<file path="src/rtl/park_arb_pkg.sv">
package park_arb_pkg;

  typedef enum logic [1:0] {
    ST_PARK  = 2'd0,
    ST_WAIT  = 2'd1,
    ST_START = 2'd2,
    ST_OWN   = 2'd3
  } arb_state_e;

  // Next value of the pending-invalidate count: saturating increment,
  // decrement on service, unchanged when both or neither happen.
  function automatic logic [7:0] pend_next(input logic [7:0] cnt,
                                           input logic inc,
                                           input logic dec,
                                           input logic [7:0] lim);
    logic [7:0] r;
    r = cnt;
    if (inc && !dec && cnt < lim) r = cnt + 8'd1;
    else if (dec && !inc && cnt != 8'd0) r = cnt - 8'd1;
    return r;
  endfunction

endpackage

</file>
<file path="src/rtl/park_arb_strap.sv">
module park_arb_strap (
  input  logic clk,
  input  logic rst_n,
  input  logic strap,
  output logic en
);
  // Strap value is captured only while reset is held.
  always_ff @(posedge clk) begin
    if (!rst_n) en <= strap;
  end
endmodule

</file>
<file path="src/rtl/park_arb_track.sv">
module park_arb_track #(
  parameter int unsigned PEND_MAX = 3
) (
  input  logic clk,
  input  logic rst_n,
  input  logic en,
  input  logic inv_req,
  input  logic cpu_ts,
  input  logic txn_done,
  input  logic withdraw,
  input  logic take,
  output logic pend_any,
  output logic cpu_inflight
);
  import park_arb_pkg::*;

  localparam int unsigned CW = $clog2(PEND_MAX + 1);
  localparam logic [7:0] LIM = 8'(PEND_MAX);

  logic [CW-1:0] cnt_q;
  logic          act_q;
  logic          req_in;

  assign req_in = en && inv_req;

  always_ff @(posedge clk) begin
    if (!rst_n) begin
      cnt_q <= '0;
      act_q <= 1'b0;
    end else begin
      cnt_q <= CW'(pend_next(8'(cnt_q), req_in, take, LIM));
      if (withdraw)      act_q <= 1'b0;
      else if (cpu_ts)   act_q <= 1'b1;
      else if (txn_done) act_q <= 1'b0;
    end
  end

  assign pend_any     = req_in || (cnt_q != '0);
  assign cpu_inflight = act_q || cpu_ts;

  a_r8_queue_bound: assert property (@(posedge clk) disable iff (!rst_n)
    32'(cnt_q) <= PEND_MAX);

  a_r8_queue_kept: assert property (@(posedge clk) disable iff (!rst_n)
    (req_in && !take && 32'(cnt_q) < PEND_MAX) |=> (cnt_q != '0));
endmodule

</file>
<file path="src/rtl/park_arb_fsm.sv">
module park_arb_fsm (
  input  logic clk,
  input  logic rst_n,
  input  logic en,
  input  logic pend_any,
  input  logic cpu_inflight,
  input  logic bus_busy,
  input  logic txn_done,
  output logic grant,
  output logic retry,
  output logic drive,
  output logic ts,
  output logic withdraw,
  output logic take,
  output logic release_bus
);
  import park_arb_pkg::*;

  arb_state_e st_q;
  logic grant_q, retry_q, drive_q, ts_q;

  assign withdraw    = en && st_q == ST_PARK && pend_any;
  assign take        = en && st_q == ST_WAIT && !bus_busy;
  assign release_bus = en && st_q == ST_OWN && txn_done;

  always_ff @(posedge clk) begin
    if (!rst_n) begin
      st_q    <= ST_PARK;
      grant_q <= 1'b1;
      retry_q <= 1'b0;
      drive_q <= 1'b0;
      ts_q    <= 1'b0;
    end else begin
      retry_q <= 1'b0;
      ts_q    <= 1'b0;
      unique case (st_q)
        ST_PARK: if (withdraw) begin
          st_q    <= ST_WAIT;
          grant_q <= 1'b0;
          retry_q <= cpu_inflight;
        end
        ST_WAIT: if (take) begin
          st_q    <= ST_START;
          drive_q <= 1'b1;
          ts_q    <= 1'b1;
        end
        ST_START: begin
          st_q    <= ST_OWN;
          grant_q <= 1'b1;
        end
        ST_OWN: if (release_bus) begin
          st_q    <= ST_PARK;
          drive_q <= 1'b0;
        end
        default: st_q <= ST_PARK;
      endcase
    end
  end

  assign grant = en && grant_q;
  assign retry = en && retry_q;
  assign drive = en && drive_q;
  assign ts    = en && ts_q;

  a_r1_dormant: assert property (@(posedge clk) disable iff (!rst_n)
    !en |-> (!grant && !retry && !drive && !ts));
  a_r3_withdraw: assert property (@(posedge clk) disable iff (!rst_n)
    withdraw |=> !grant);
  a_r4_retry_pulse: assert property (@(posedge clk) disable iff (!rst_n)
    retry |-> (!grant && $fell(grant)));
  a_r5_ts_single: assert property (@(posedge clk) disable iff (!rst_n)
    ts |=> !ts);
  a_r6_repark: assert property (@(posedge clk) disable iff (!rst_n)
    ts |=> (grant && drive));
  a_r7_release: assert property (@(posedge clk) disable iff (!rst_n)
    release_bus |=> (!drive && grant));
endmodule

</file>
<file path="src/rtl/park_arb.sv">
module park_arb #(
  parameter int unsigned PEND_MAX = 3
) (
  input  logic clk,
  input  logic rst_n,
  input  logic arb_en_strap,
  input  logic inv_req,
  input  logic cpu_abb_drv,
  input  logic cpu_ts,
  input  logic txn_done,
  output logic cpu_grant,
  output logic grant_oe,
  output logic cpu_retry,
  output logic abb_drive,
  output logic ctl_ts
);
  logic en, pend_any, cpu_inflight, bus_busy;
  logic withdraw, take, release_bus;

  // Open-drain busy line with pull-up: reads busy if either master pulls.
  assign bus_busy = cpu_abb_drv || abb_drive;
  assign grant_oe = en;

  park_arb_strap u_strap (
    .clk(clk), .rst_n(rst_n), .strap(arb_en_strap), .en(en)
  );

  park_arb_track #(.PEND_MAX(PEND_MAX)) u_track (
    .clk(clk), .rst_n(rst_n), .en(en), .inv_req(inv_req),
    .cpu_ts(cpu_ts), .txn_done(txn_done), .withdraw(withdraw),
    .take(take), .pend_any(pend_any), .cpu_inflight(cpu_inflight)
  );

  park_arb_fsm u_fsm (
    .clk(clk), .rst_n(rst_n), .en(en), .pend_any(pend_any),
    .cpu_inflight(cpu_inflight), .bus_busy(bus_busy), .txn_done(txn_done),
    .grant(cpu_grant), .retry(cpu_retry), .drive(abb_drive), .ts(ctl_ts),
    .withdraw(withdraw), .take(take), .release_bus(release_bus)
  );

  a_r9_one_driver: assert property (@(posedge clk) disable iff (!rst_n)
    !(abb_drive && cpu_abb_drv));
  a_r5_idle_before: assert property (@(posedge clk) disable iff (!rst_n)
    $rose(abb_drive) |-> $past(!cpu_abb_drv));
  a_r7_hold_until_done: assert property (@(posedge clk) disable iff (!rst_n)
    (abb_drive && !release_bus) |=> abb_drive);
endmodule

</file>
<file path="config.mk">
export PLATFORM = sky130hd
export DESIGN_NAME = park_arb
export DESIGN_NICKNAME = d
export VERILOG_FILES = /design/src/rtl/park_arb_pkg.sv /design/src/rtl/park_arb_strap.sv /design/src/rtl/park_arb_track.sv /design/src/rtl/park_arb_fsm.sv /design/src/rtl/park_arb.sv
export SDC_FILE = /design/constraint.sdc
export NUM_CORES = 1
export LEC_CHECK = 0
export BUFFER_PORTS_ARGS = -buffer_cell sky130_fd_sc_hd__buf_2
export CORE_AREA = 2 2 39 41
export CTS_CLUSTER_DIAMETER = 150
export CTS_CLUSTER_SIZE = 30
export DETAILED_ROUTE_END_ITERATION = 16
export DIE_AREA = 0 0 41 43
export PLACE_DENSITY = 0.67
export SYNTH_ARGS = -nofsm -noshare
export SYNTH_HDL_FRONTEND = slang
export SYNTH_SLANG_ARGS = --single-unit
</file>
<file path="constraint.sdc">
create_clock -name clk -period 1.6 [get_ports clk]
set_clock_uncertainty 0.1 [all_clocks]
set_input_delay 0.24 -clock clk [delete_from_list [all_inputs] [get_ports clk]]
set_output_delay 0.24 -clock clk [all_outputs]
set_load 0.05 [all_outputs]
</file>
== Yosys cells after proc, flatten, opt, wreduce, memory -nomap -nowiden ==
Cells that the tools add are included.
Storage, ports and cells
  register bits: 10
  output and inout bits: 5
  word-level logic and storage cells: 65
  input bits: 7
  ROM bits: 0
  memories kept: 0
  RAM bits: 0
  bits in latches: 0
Operators by class
  bitwise operators: 1
  equal/unequal tests: 6
  divide/modulo/power cells: 0
  reductions and logical operators: 33
  $lt $le $gt $ge: 1
  multipliers: 0
  shift-type cells: 0
  muxes and demuxes: 14
  $add $sub $neg: 2
Operator list (number)
  logical AND 1 bit: 15
  2-to-1 mux 2 bit: 5
  nonzero test 2 bit: 5
  AND reduction 3 bit: 3
  case mux 2 bit (4 select lines): 1
  2-to-1 mux 1 bit: 6
  == test 2 bit (second input constant): 2
  != test 2 bit (second input constant): 2
  case mux 1 bit (2 select lines): 2
  AND reduction 2 bit: 2
  zero test 1 bit: 3
  logical OR 1 bit: 3
  adder 2 x 1 -> 2 bit (second input constant): 1
  == test 2 x 1 -> 1 bit (second input constant): 1
  zero test 2 bit: 1
  < comparator 2 bit (second input constant): 1
  != test 2 x 1 -> 1 bit (second input constant): 1
  OR reduction 2 bit: 1
  subtractor 2 x 1 -> 2 bit (second input constant): 1
  NOT 1 bit: 1

== Logic depth before layout (Yosys ltp) ==
Gate-level depths: netlist (run 1).
  word-level depth: 8
  gate-level depth with buffers: 6
  mapped depth without buffers: 6

== Modules after synthesis ==
From an unflattened synthesis (run 1), not the netlist that was laid out.
Unflattened totals
  cell total of the unflattened synthesis: 65
  area total of the unflattened synthesis: 624.3 µm²
By module, submodules not included
  park_arb_fsm: cells an instance 43, times used 1, area an instance 414.1 µm², seq. area each 120.1 µm²
  park_arb_track: cells an instance 19, times used 1, area an instance 170.2 µm², seq. area each 60.1 µm²
  park_arb_strap: cells an instance 2, times used 1, area an instance 33.8 µm², seq. area each 30.0 µm²
  park_arb: cells an instance 1, times used 1, area an instance 6.3 µm², seq. area each 0.0 µm²

== Least setup slack after synthesis (run 1) ==
Ideal clock, no wire load.
  kind: register to register
  from: reg u_strap.en
  to: reg u_fsm.st_q[0]
  period minus slack after synthesis: 1878 ps
  buffers on the path: 1
  stages on the path, launching flop included: 6
  required time: 1421 ps
  library setup time: 79 ps
  setup slack: -278 ps
  arrival: 1698 ps
  path through: edfxtp_1 -> buf_4 -> o311ai_4 -> a2111oi_4 -> nor2_1 -> a211oi_2
On the way
  word-level cells in the longest chain between the ends: 6
  elaborated cells between the ends (all ways): 15
  those cells by class: eq/ne: 3; reduce/logical: 12
RTL lines
  start: declaration: line park_arb_strap.sv:5  | output logic en
  start signal: assignment: line park_arb_strap.sv:9  | if (!rst_n) en <= strap;
  logical AND 1 bit: line park_arb_fsm.sv:62  | assign drive = en && drive_q;
  logical OR 1 bit: line park_arb.sv:21  | assign bus_busy = cpu_abb_drv || abb_drive;
  zero test 1 bit: line park_arb_fsm.sv:23  | assign take = en && st_q == ST_WAIT && !bus_busy;
  logical AND 1 bit: line park_arb_fsm.sv:23
  != test 2 bit (no source line)
  AND reduction 3 bit (no source line) (*)
  end signal: assignment: line park_arb_fsm.sv:28  | st_q <= ST_PARK;
  end signal: assignment: line park_arb_fsm.sv:38  | st_q <= ST_WAIT;
  end signal: assignment: line park_arb_fsm.sv:43  | st_q <= ST_START;
  end: declaration: line park_arb_fsm.sv:19  | arb_state_e st_q;
Every way passes the cells marked *; elsewhere a longest branch is shown, timed or not.
A chain may end at the register's enable or synchronous reset.

== Worst setup path after layout (run 1) ==
  from: reg u_strap.en
  to: out cpu_grant
On the way
  word-level cells in the longest chain between the ends: 1
RTL lines
  logical AND 1 bit: line park_arb_fsm.sv:60  | assign grant = en && grant_q;
  end: declaration: line park_arb.sv:11  | output logic cpu_grant,
Every way passes these cells.

==> results of run 1 <==
power by group:
part / internal (mW) / total [mW] / switching, mW / leakage, nW
Clock: 0.138 / 0.236 / 0.0976 / 0.0210
Combinational: 0.311 / 0.600 / 0.289 / 0.226
Sequential: 0.308 / 0.363 / 0.0550 / 0.0846
Total: 0.757 / 1.20 / 0.442 / 0.331
Yosys cell counts (2+ instances only):
cell type / number
a21oi_1: 4
and2_1: 4
dfxtp_1: 9
ha_1: 5
inv_1: 3
nand2_1: 4
nand3_1: 2
nor2_1: 4
nor2b_1: 2
o21ai_0: 4
layout make-up:
| class | count | area, sq um |
|---|---|---|
| timing repair buffer | 19 | 125 |
| sequential | 10 | 215 |
| fill | 137 | 547 |
| inverter | 4 | 20.0 |
| tap | 16 | 20.0 |
| clock buffer | 4 | 36.3 |
| multi-input combinational | 43 | 420 |
repair_timing:
item	in CTS	in global routing
resized for setup	9	12
buffers inserted	2	0
pin swaps	1	4
endpoints found under the setup margin	9	3
logic make-up (layout without fill, tap and decap cells):
| kind of cell | count (synthesis) | after routing | synth area share (%) |
|---|---|---|---|
| buf+inv | 5 | 27 | 3.90 |
| simple gates | 20 | 20 | 20.1 |
| mux | 1 | 1 | 1.73 |
| fa+ha+maj | 5 | 5 | 10.8 |
| compound gates | 17 | 17 | 27.1 |
| flops | 10 | 10 | 36.4 |
routing by layer:
layer | wire, microns | share of wire, %
met3 | 49 | 4.0
met1 | 531 | 43
met4 | 34 | 2.8
met2 | 620 | 50
met5 | 0 | 0
sequential cells by signal, indices dropped and copies added (netlist names):
register / cells
u_track.act_q: 1
u_track.cnt_q: 2
u_fsm.ts_q: 1
u_fsm.retry_q: 1
u_fsm.drive_q: 1
u_fsm.st_q: 2
u_strap.en: 1
u_fsm.grant_q: 1
final timing paths:
check | endpoint | slack, ns
max | cpu_grant | 0.03
min | u_strap.en | 0.05
max reg2reg | u_fsm.st_q[0] | 0.04
min reg2reg | u_fsm.retry_q | 0.41
==> results.cfg, run 1 <==
[cts]
cts_htree_levels = 1
cts_root_buf = clkbuf_4
clk_latency_ns = 0.27
cts_num_sinks = 10
cts_hold_buffers = 0
cts_buffers = 3
tritoncts = built
cts_buffer_depth = 2
clk_pin_slew_worst_paths_ns = 0.07

[setup_path]
end_kind = output pin
slowest_delay_ns = 0.42
crit_start = u_strap.en
path_max_fanout = 5
cp_num_cells = 3
crit_required_ns = 1.26
worstPathCellList = buf_4 -> and2_2 -> buf_2
arrival_ns = 1.23
crit_family = flip-flops
crit_slowest_cell = edfxtp_1
timing.rr.start = u_fsm.st_q[1]
worstSetupStartpointType = flip-flop
r2r_cells = 6
crit_buf_inv = 2
critPathKind = flip-flop to output pin

[worst_hold_path]
hold_path.class = input port to flip-flop
holdCritStartpoint = arb_en_strap
holdPathStages = 1

[sta]
period_needed_ns = 1.57
max_freq_ghz = 0.638
slew_headroom_pct = 79.1
worst_slack_ns = 0.0314
whs_ns = 0.0513
tns_ns = 0
rsz0062_at_grt = true
fin_crit_sh_pct = 98.0
worstMarginPinSlew_ns = 0.314
finalSetupViolCount = 0
slew_violations = 0
hold_viol_final = 0

[finish]
drive_gt1_share_pct = 51.2
nets = 93
diodes = 0
final_common_cell = buf_2
layout_common_cells = buf_2, buf_4, dfxtp_1
stdcell_count = 96
area_delta_synth_final_pct = 44.8
postLayoutCoreUtil_pct = 60.5
final_cell_area_sq_um = 837

[global_route]
grt_pass1_vias = 492
grt_max_degree = 9
antenna_found_initial = 0
busiest_layer = met2
grt_pass1_wl_microns = 2070
grt_use_met2_pct = 27.2
grt_overflow = 0
met1_usage_pct = 21.4
met3_usage_pct = 3.14
grt_usage_pct = 17.8

[pwr]
leakage_nw = 0.331
p_per_area_nw_per_um2 = 1430
p_total_mw = 1.20
ir_drop_mv = 0.796

[place]
io_buffers = 11
place_inst = 90
placed_area_sq_um = 707
hpwl_microns = 858
dpl_worst_slack_ns = -0.108
gp_congestion = 0.755

[yosys]
synth_edf_count = 1
syn_nets = 70
synth_area_leaders = dfxtp_1, ha_1, edfxtp_1, a2111oi_4, o311ai_4
syn_area_per_cell_sq_um = 9.97
ys_types = 27
yosysWarnings = 0
yosys.area.top_type_share_pct = 31.2
ys_seq_area_share_pct = 36.4
synth_ff_type = dfxtp_1
yosysTopAreaCell = dfxtp_1
postSynthCellCount = 58
synth.cell_area_sq_um = 578
ys_ff_latch = 10
async_reset_ff_share_pct = 0

[floorplan]
io_pins = 12
rows = 14
fp.dieH_microns = 43
die_area_sq_um = 1760
start_util_pct = 41.8
die_w_microns = 41
core-area_sq_um = 1380

[route]
drt_iter0_markers = 2
wire_per_inst_microns = 12.9
route.final.wire_length_microns = 1240
vias = 502
ant_nets = 0
viasPerCell = 5.23
firstDrtPassIters = 4
route.detailed.drc = 0

[outcome]
status = complete, no violations

[job]
maxCapViolCount = 0
(Power assumes the default switching activity.)
==> run 2: changes to the inputs <==
--- a/config.mk
+++ b/config.mk
@@ -6,12 +6,10 @@
 export NUM_CORES = 1
 export LEC_CHECK = 0
 export BUFFER_PORTS_ARGS = -buffer_cell sky130_fd_sc_hd__buf_2
-export CORE_AREA = 2 2 39 41
+export CORE_UTILIZATION = 40
 export CTS_CLUSTER_DIAMETER = 150
 export CTS_CLUSTER_SIZE = 30
 export DETAILED_ROUTE_END_ITERATION = 16
-export DIE_AREA = 0 0 41 43
-export PLACE_DENSITY = 0.67
 export SYNTH_ARGS = -nofsm -noshare
 export SYNTH_HDL_FRONTEND = slang
 export SYNTH_SLANG_ARGS = --single-unit
==> results.cfg, run 2 (synthesized netlist as in run 1, its figures left out) <==
[sta]
rsz0062_at_grt = true
slew_headroom_pct = 79.6
tns_ns = 0
worstMarginPinSlew_ns = 0.306
hold_viol_final = 0
worst_slack_ns = 0.00237
period_needed_ns = 1.60
finalSetupViolCount = 0
whs_ns = 0.0456
fin_crit_sh_pct = 99.9
slew_violations = 0
max_freq_ghz = 0.626

[global_route]
grt_overflow = 0
grt_pass1_vias = 440
grt_max_degree = 9
grt_pass1_wl_microns = 2000
grt_usage_pct = 19.8
antenna_found_initial = 0

[route]
dr_wl_met3_microns = 81
route.met2.wl_microns = 666
vias = 516
wire_per_inst_microns = 13.1
route.final.wire_length_microns = 1340
maxUsedRoutingLayer = met3
drt-met1-wl_microns = 587
viasPerCell = 5.06
drt_iter0_markers = 9
firstDrtPassIters = 4
ant_nets = 0
route.detailed.drc = 0

[cts]
clk_pin_slew_worst_paths_ns = 0.07
cts_root_buf = clkbuf_4
cts_buffer_depth = 2
cts_htree_levels = 1
cts_num_sinks = 10
clk_latency_ns = 0.27
tritoncts = built
cts_buffers = 3
cts_hold_buffers = 0

[setup_path]
end_kind = flip-flop
path_max_fanout = 4
crit_slowest_cell = a2111oi_4
worstSetupStartpointType = flip-flop
critPathKind = flip-flop to flip-flop
crit_buf_inv = 3
slowest_delay_ns = 0.35
arrival_ns = 1.65
worstPathCellList = inv_4 -> buf_6 -> ha_4 -> o311ai_4 -> a2111oi_4 -> buf_4 -> o31ai_2
crit_required_ns = 1.65
crit_family = compound AO/OA/AOI/OAI gates

[floorplan]
rows = 13
io_pins = 12
start_util_pct = 43.9
die_w_microns = 40.0
fp.dieH_microns = 40.0
core-area_sq_um = 1320
die_area_sq_um = 1600

[finish]
n_fill_cell = 100
nets = 100
stdcell_count = 102
top_regs = u_fsm.st_q x2, u_track.cnt_q x2
postLayoutCoreUtil_pct = 66.5
final_cell_area_sq_um = 876
final_common_cell = buf_4
diodes = 0
area_delta_synth_final_pct = 51.5
drive_gt1_share_pct = 54.0
layout_common_cells = buf_4, buf_2, dfxtp_1
seqCellArea_sq_um = 213
multi_input_area_sq_um = 410

[job]
maxCapViolCount = 0

[pwr]
leakage_nw = 0.363
p_per_area_nw_per_um2 = 1490
ir_drop_mv = 0.767
p_total_mw = 1.30

[worst_hold_path]
hold_path.class = input port to flip-flop

[outcome]
status = complete, no violations

[place]
gp_congestion = 0.765
hpwl_microns = 837
place_inst = 90
placed_area_sq_um = 713
io_buffers = 11
dpl_worst_slack_ns = -0.0716
==> run 2: cell types whose count changed in the layout (fill, tap and decap cells not counted), sizes merged <==
cell	before	now
buf	19	26
==> run 2: final timing paths <==
kind	slack [ns]	to	start	cells past startpoint
setup / recovery	0.002	u_fsm.st_q[1]	u_fsm.st_q[1]	7
hold / removal	0.05	u_strap.en	arb_en_strap	1
setup reg to reg	0.002	u_fsm.st_q[1]	u_fsm.st_q[1]	7
hold reg to reg	0.38	u_fsm.grant_q	u_fsm.grant_q	1
==> run 2: timing repair <==
| action | 4_1_cts | 5_1_grt |
|---|---|---|
| resized for setup | 13 | 6 |
| endpoints found under the hold margin | 0 | 0 |
| pin swaps | 4 | 4 |
| setup buffers | 7 | 1 |
| setup endpoints to repair | 8 | 4 |
==> run 2: power by group <==
part           total (mW)  internal [mW]  switching, mW
logic               0.718          0.391          0.328
clock network       0.229          0.138         0.0910
registers           0.356          0.304         0.0511
total                1.30          0.833          0.470
==> run 2: final cells by class <==
type / instances / area share, %
Tap cell: 15 / 2.14
Clock buffer: 4 / 4.14
Inverter: 4 / 2.00
Multi-Input combinational cell: 43 / 46.9
Timing Repair Buffer: 26 / 20.6
Sequential cell: 10 / 24.3
==> run 2: layer usage <==
metal	global-route usage, %	vias up
li1	-	268
met1	24.1	232
met2	31.9	16
met3	10.0	0
met4	2.59	0
met5	0	-
==> run 3: changes to the inputs <==
--- a/config.mk
+++ b/config.mk
@@ -5,11 +5,13 @@
 export SDC_FILE = /design/constraint.sdc
 export NUM_CORES = 1
 export LEC_CHECK = 0
+export ABC_AREA = 1
 export BUFFER_PORTS_ARGS = -buffer_cell sky130_fd_sc_hd__buf_2
-export CORE_UTILIZATION = 40
+export CORE_UTILIZATION = 45
 export CTS_CLUSTER_DIAMETER = 150
 export CTS_CLUSTER_SIZE = 30
 export DETAILED_ROUTE_END_ITERATION = 16
+export PLACE_DENSITY = 0.7
 export SYNTH_ARGS = -nofsm -noshare
 export SYNTH_HDL_FRONTEND = slang
 export SYNTH_SLANG_ARGS = --single-unit
==> results.cfg, run 3 <==
[route]
vias = 531
wire_per_inst_microns = 9.92
drt_iter0_markers = 15
route.detailed.drc = 0
viasPerCell = 4.74
ant_nets = 0
firstDrtPassIters = 4
route.final.wire_length_microns = 1110

[yosys]
syn_area_per_cell_sq_um = 7.14
synth_area_leaders = dfxtp_1, nand2_1, ha_1, inv_1, nor2_1
ys_seq_area_share_pct = 35.9
postSynthCellCount = 82
async_reset_ff_share_pct = 0
synth_common_cells = nand2_1, inv_1, dfxtp_1, nor2_1, ha_1
syn_nets = 94
yosys.area.top_type_share_pct = 30.8
yosysTopAreaCell = dfxtp_1
synth.most_common_cell = nand2_1
synth.cell_area_sq_um = 586
synth_ff_type = dfxtp_1
yosysWarnings = 0
ys_types = 19
ys_ff_latch = 10
synth_edf_count = 1

[cts]
cts_htree_levels = 1
cts_buffer_depth = 2
cts_hold_buffers = 0
cts_buffers = 3
clk_latency_ns = 0.27
cts_root_buf = clkbuf_4
clk_pin_slew_worst_paths_ns = 0.07
cts_num_sinks = 10
tritoncts = built

[floorplan]
start_util_pct = 50.6
io_pins = 12
rows = 12
fp.dieH_microns = 38.1
die_area_sq_um = 1450
die_w_microns = 38.1
core-area_sq_um = 1160

[setup_path]
crit_start = u_strap.en
crit_slowest_cell = edfxtp_1
timing.rr.start = u_strap.en
worstReg2RegEnd = u_fsm.st_q[1]
crit_family = flip-flops
r2r_cells = 8
arrival_ns = 1.16
crit_path_end = cpu_grant
crit_buf_inv = 2
critPathKind = flip-flop to output pin
end_kind = output pin
slowest_delay_ns = 0.50
worst-r2r-setup-slack_ns = 0.16
path_max_fanout = 8
worstPathCellList = nand2_1 -> inv_1 -> buf_2
crit_required_ns = 1.26
worstSetupStartpointType = flip-flop
cp_num_cells = 3

[global_route]
antenna_found_initial = 0
grt_pass1_wl_microns = 1810
grt_max_degree = 12
grt_pass1_vias = 426
grt_overflow = 0
grt_usage_pct = 18.9

[job]
maxCapViolCount = 0

[sta]
worstMarginPinSlew_ns = 0.269
period_needed_ns = 1.50
max_freq_ghz = 0.668
slew_violations = 0
fin_crit_sh_pct = 93.5
hold_viol_final = 0
tns_ns = 0
finalSetupViolCount = 0
rsz0062_at_grt = false
slew_headroom_pct = 82.1
worst_slack_ns = 0.103

[place]
gp_congestion = 0.792
hpwl_microns = 808
io_buffers = 11
placed_area_sq_um = 647
dpl_worst_slack_ns = 0.141

[finish]
area_delta_synth_final_pct = 19.7
nets = 111
top_regs = u_fsm.st_q x2, u_track.cnt_q x2
layout_common_cells = nand2_1, inv_1, buf_2, nor2_1, dfxtp_1
diodes = 0
final_cell_area_sq_um = 701
drive_gt1_share_pct = 25.5
final_common_cell = nand2_1

[pwr]
leakage_nw = 0.398
p_per_area_nw_per_um2 = 1370
p_total_mw = 0.957
ir_drop_mv = 0.558

[worst_hold_path]
hold_path.class = input port to flip-flop

[outcome]
status = complete, no violations
==> run 3: cell types whose count changed after synthesis, moves of 2 or more <==
cell and delta:
and2_1 -4, inv_1 +11, inv_2 +2, nand2_1 +16, nand3_1 +2, nand4_1 +2, nor2_1 +5, nor2b_1 -2
==> run 3: metal layers <==
layer | part of all wire (%) | vias to the layer above | global-route usage [%]
met4 | 2.6 | 0 | 13.4
met5 | 0 | - | 0
met2 | 41 | 13 | 27.1
met3 | 5.0 | 4 | 7.56
li1 | - | 284 | -
met1 | 51 | 230 | 22.7
==> run 3: timing repair <==
| action | in CTS | in global routing |
|---|---|---|
| setup buffers | 0 | 2 |
| hold endpoints to repair | 0 | 0 |
| gates resized for setup | 0 | 1 |
| endpoints found under the setup margin | 0 | 6 |
==> run 3: kinds of logic (layout without fill, tap and decap cells) <==
| group | count (synthesis) | after routing | synth area share, % |
|---|---|---|---|
| AND/OR/NAND/NOR | 39 | 39 | 30.1 |
| AO/OA/AOI/OAI | 11 | 11 | 11.1 |
| flip-flops | 10 | 10 | 35.9 |
| buffers and inverters | 17 | 33 | 12.2 |
| adder cells (fa/ha/maj) | 5 | 5 | 10.7 |
==> run 3: worst min-delay path by stage <==
stage	start	end	slack (ns)	cells past startpoint
3_5_place_dp	arb_en_strap	u_strap.en	0.32	1
6_report	arb_en_strap	u_strap.en	0.04	1
5_1_grt	arb_en_strap	u_strap.en	0.03	1
3_3_place_gp	arb_en_strap	u_strap.en	0.32	1
4_1_cts	arb_en_strap	u_strap.en	0.04	1
2_1_floorplan	arb_en_strap	u_strap.en	0.24	0
==> run 3: metrics by stage <==
step                cells  util (%)  hold WS [ns]
finish                112      60.6        0.0424
global route          112      60.6        0.0277
CTS                   110      59.1        0.0416
detailed placement    106      56.0         0.318
global placement      106      56.0         0.322
floorplan              82         -         0.239
==> run 3: layout make-up <==
| cell class | instances | area, sq um |
|---|---|---|
| clock buffers | 4 | 36.3 |
| fillers | 104 | 455 |
| inverters | 16 | 60.1 |
| multi-input cells | 55 | 307 |
| flip-flops and latches | 10 | 210 |
| well taps | 14 | 17.5 |
| repair buffers | 13 | 70.1 |
==> run 3: worst register-to-register path, stage by stage, from the launching register on <==
cell      delay, ns
edfxtp_1       0.50
buf_4          0.18
nand2_2        0.05
inv_2          0.08
nand2_4        0.07
a21oi_2        0.16
nand3_1        0.09
nand2_1        0.07
nor2_1         0.04
==> run 3: power breakdown <==
part	switching (mW)	internal [mW]	total, mW
Sequential	0.0381	0.297	0.335
Combinational	0.241	0.142	0.382
Clock	0.101	0.138	0.239
Total	0.380	0.577	0.957
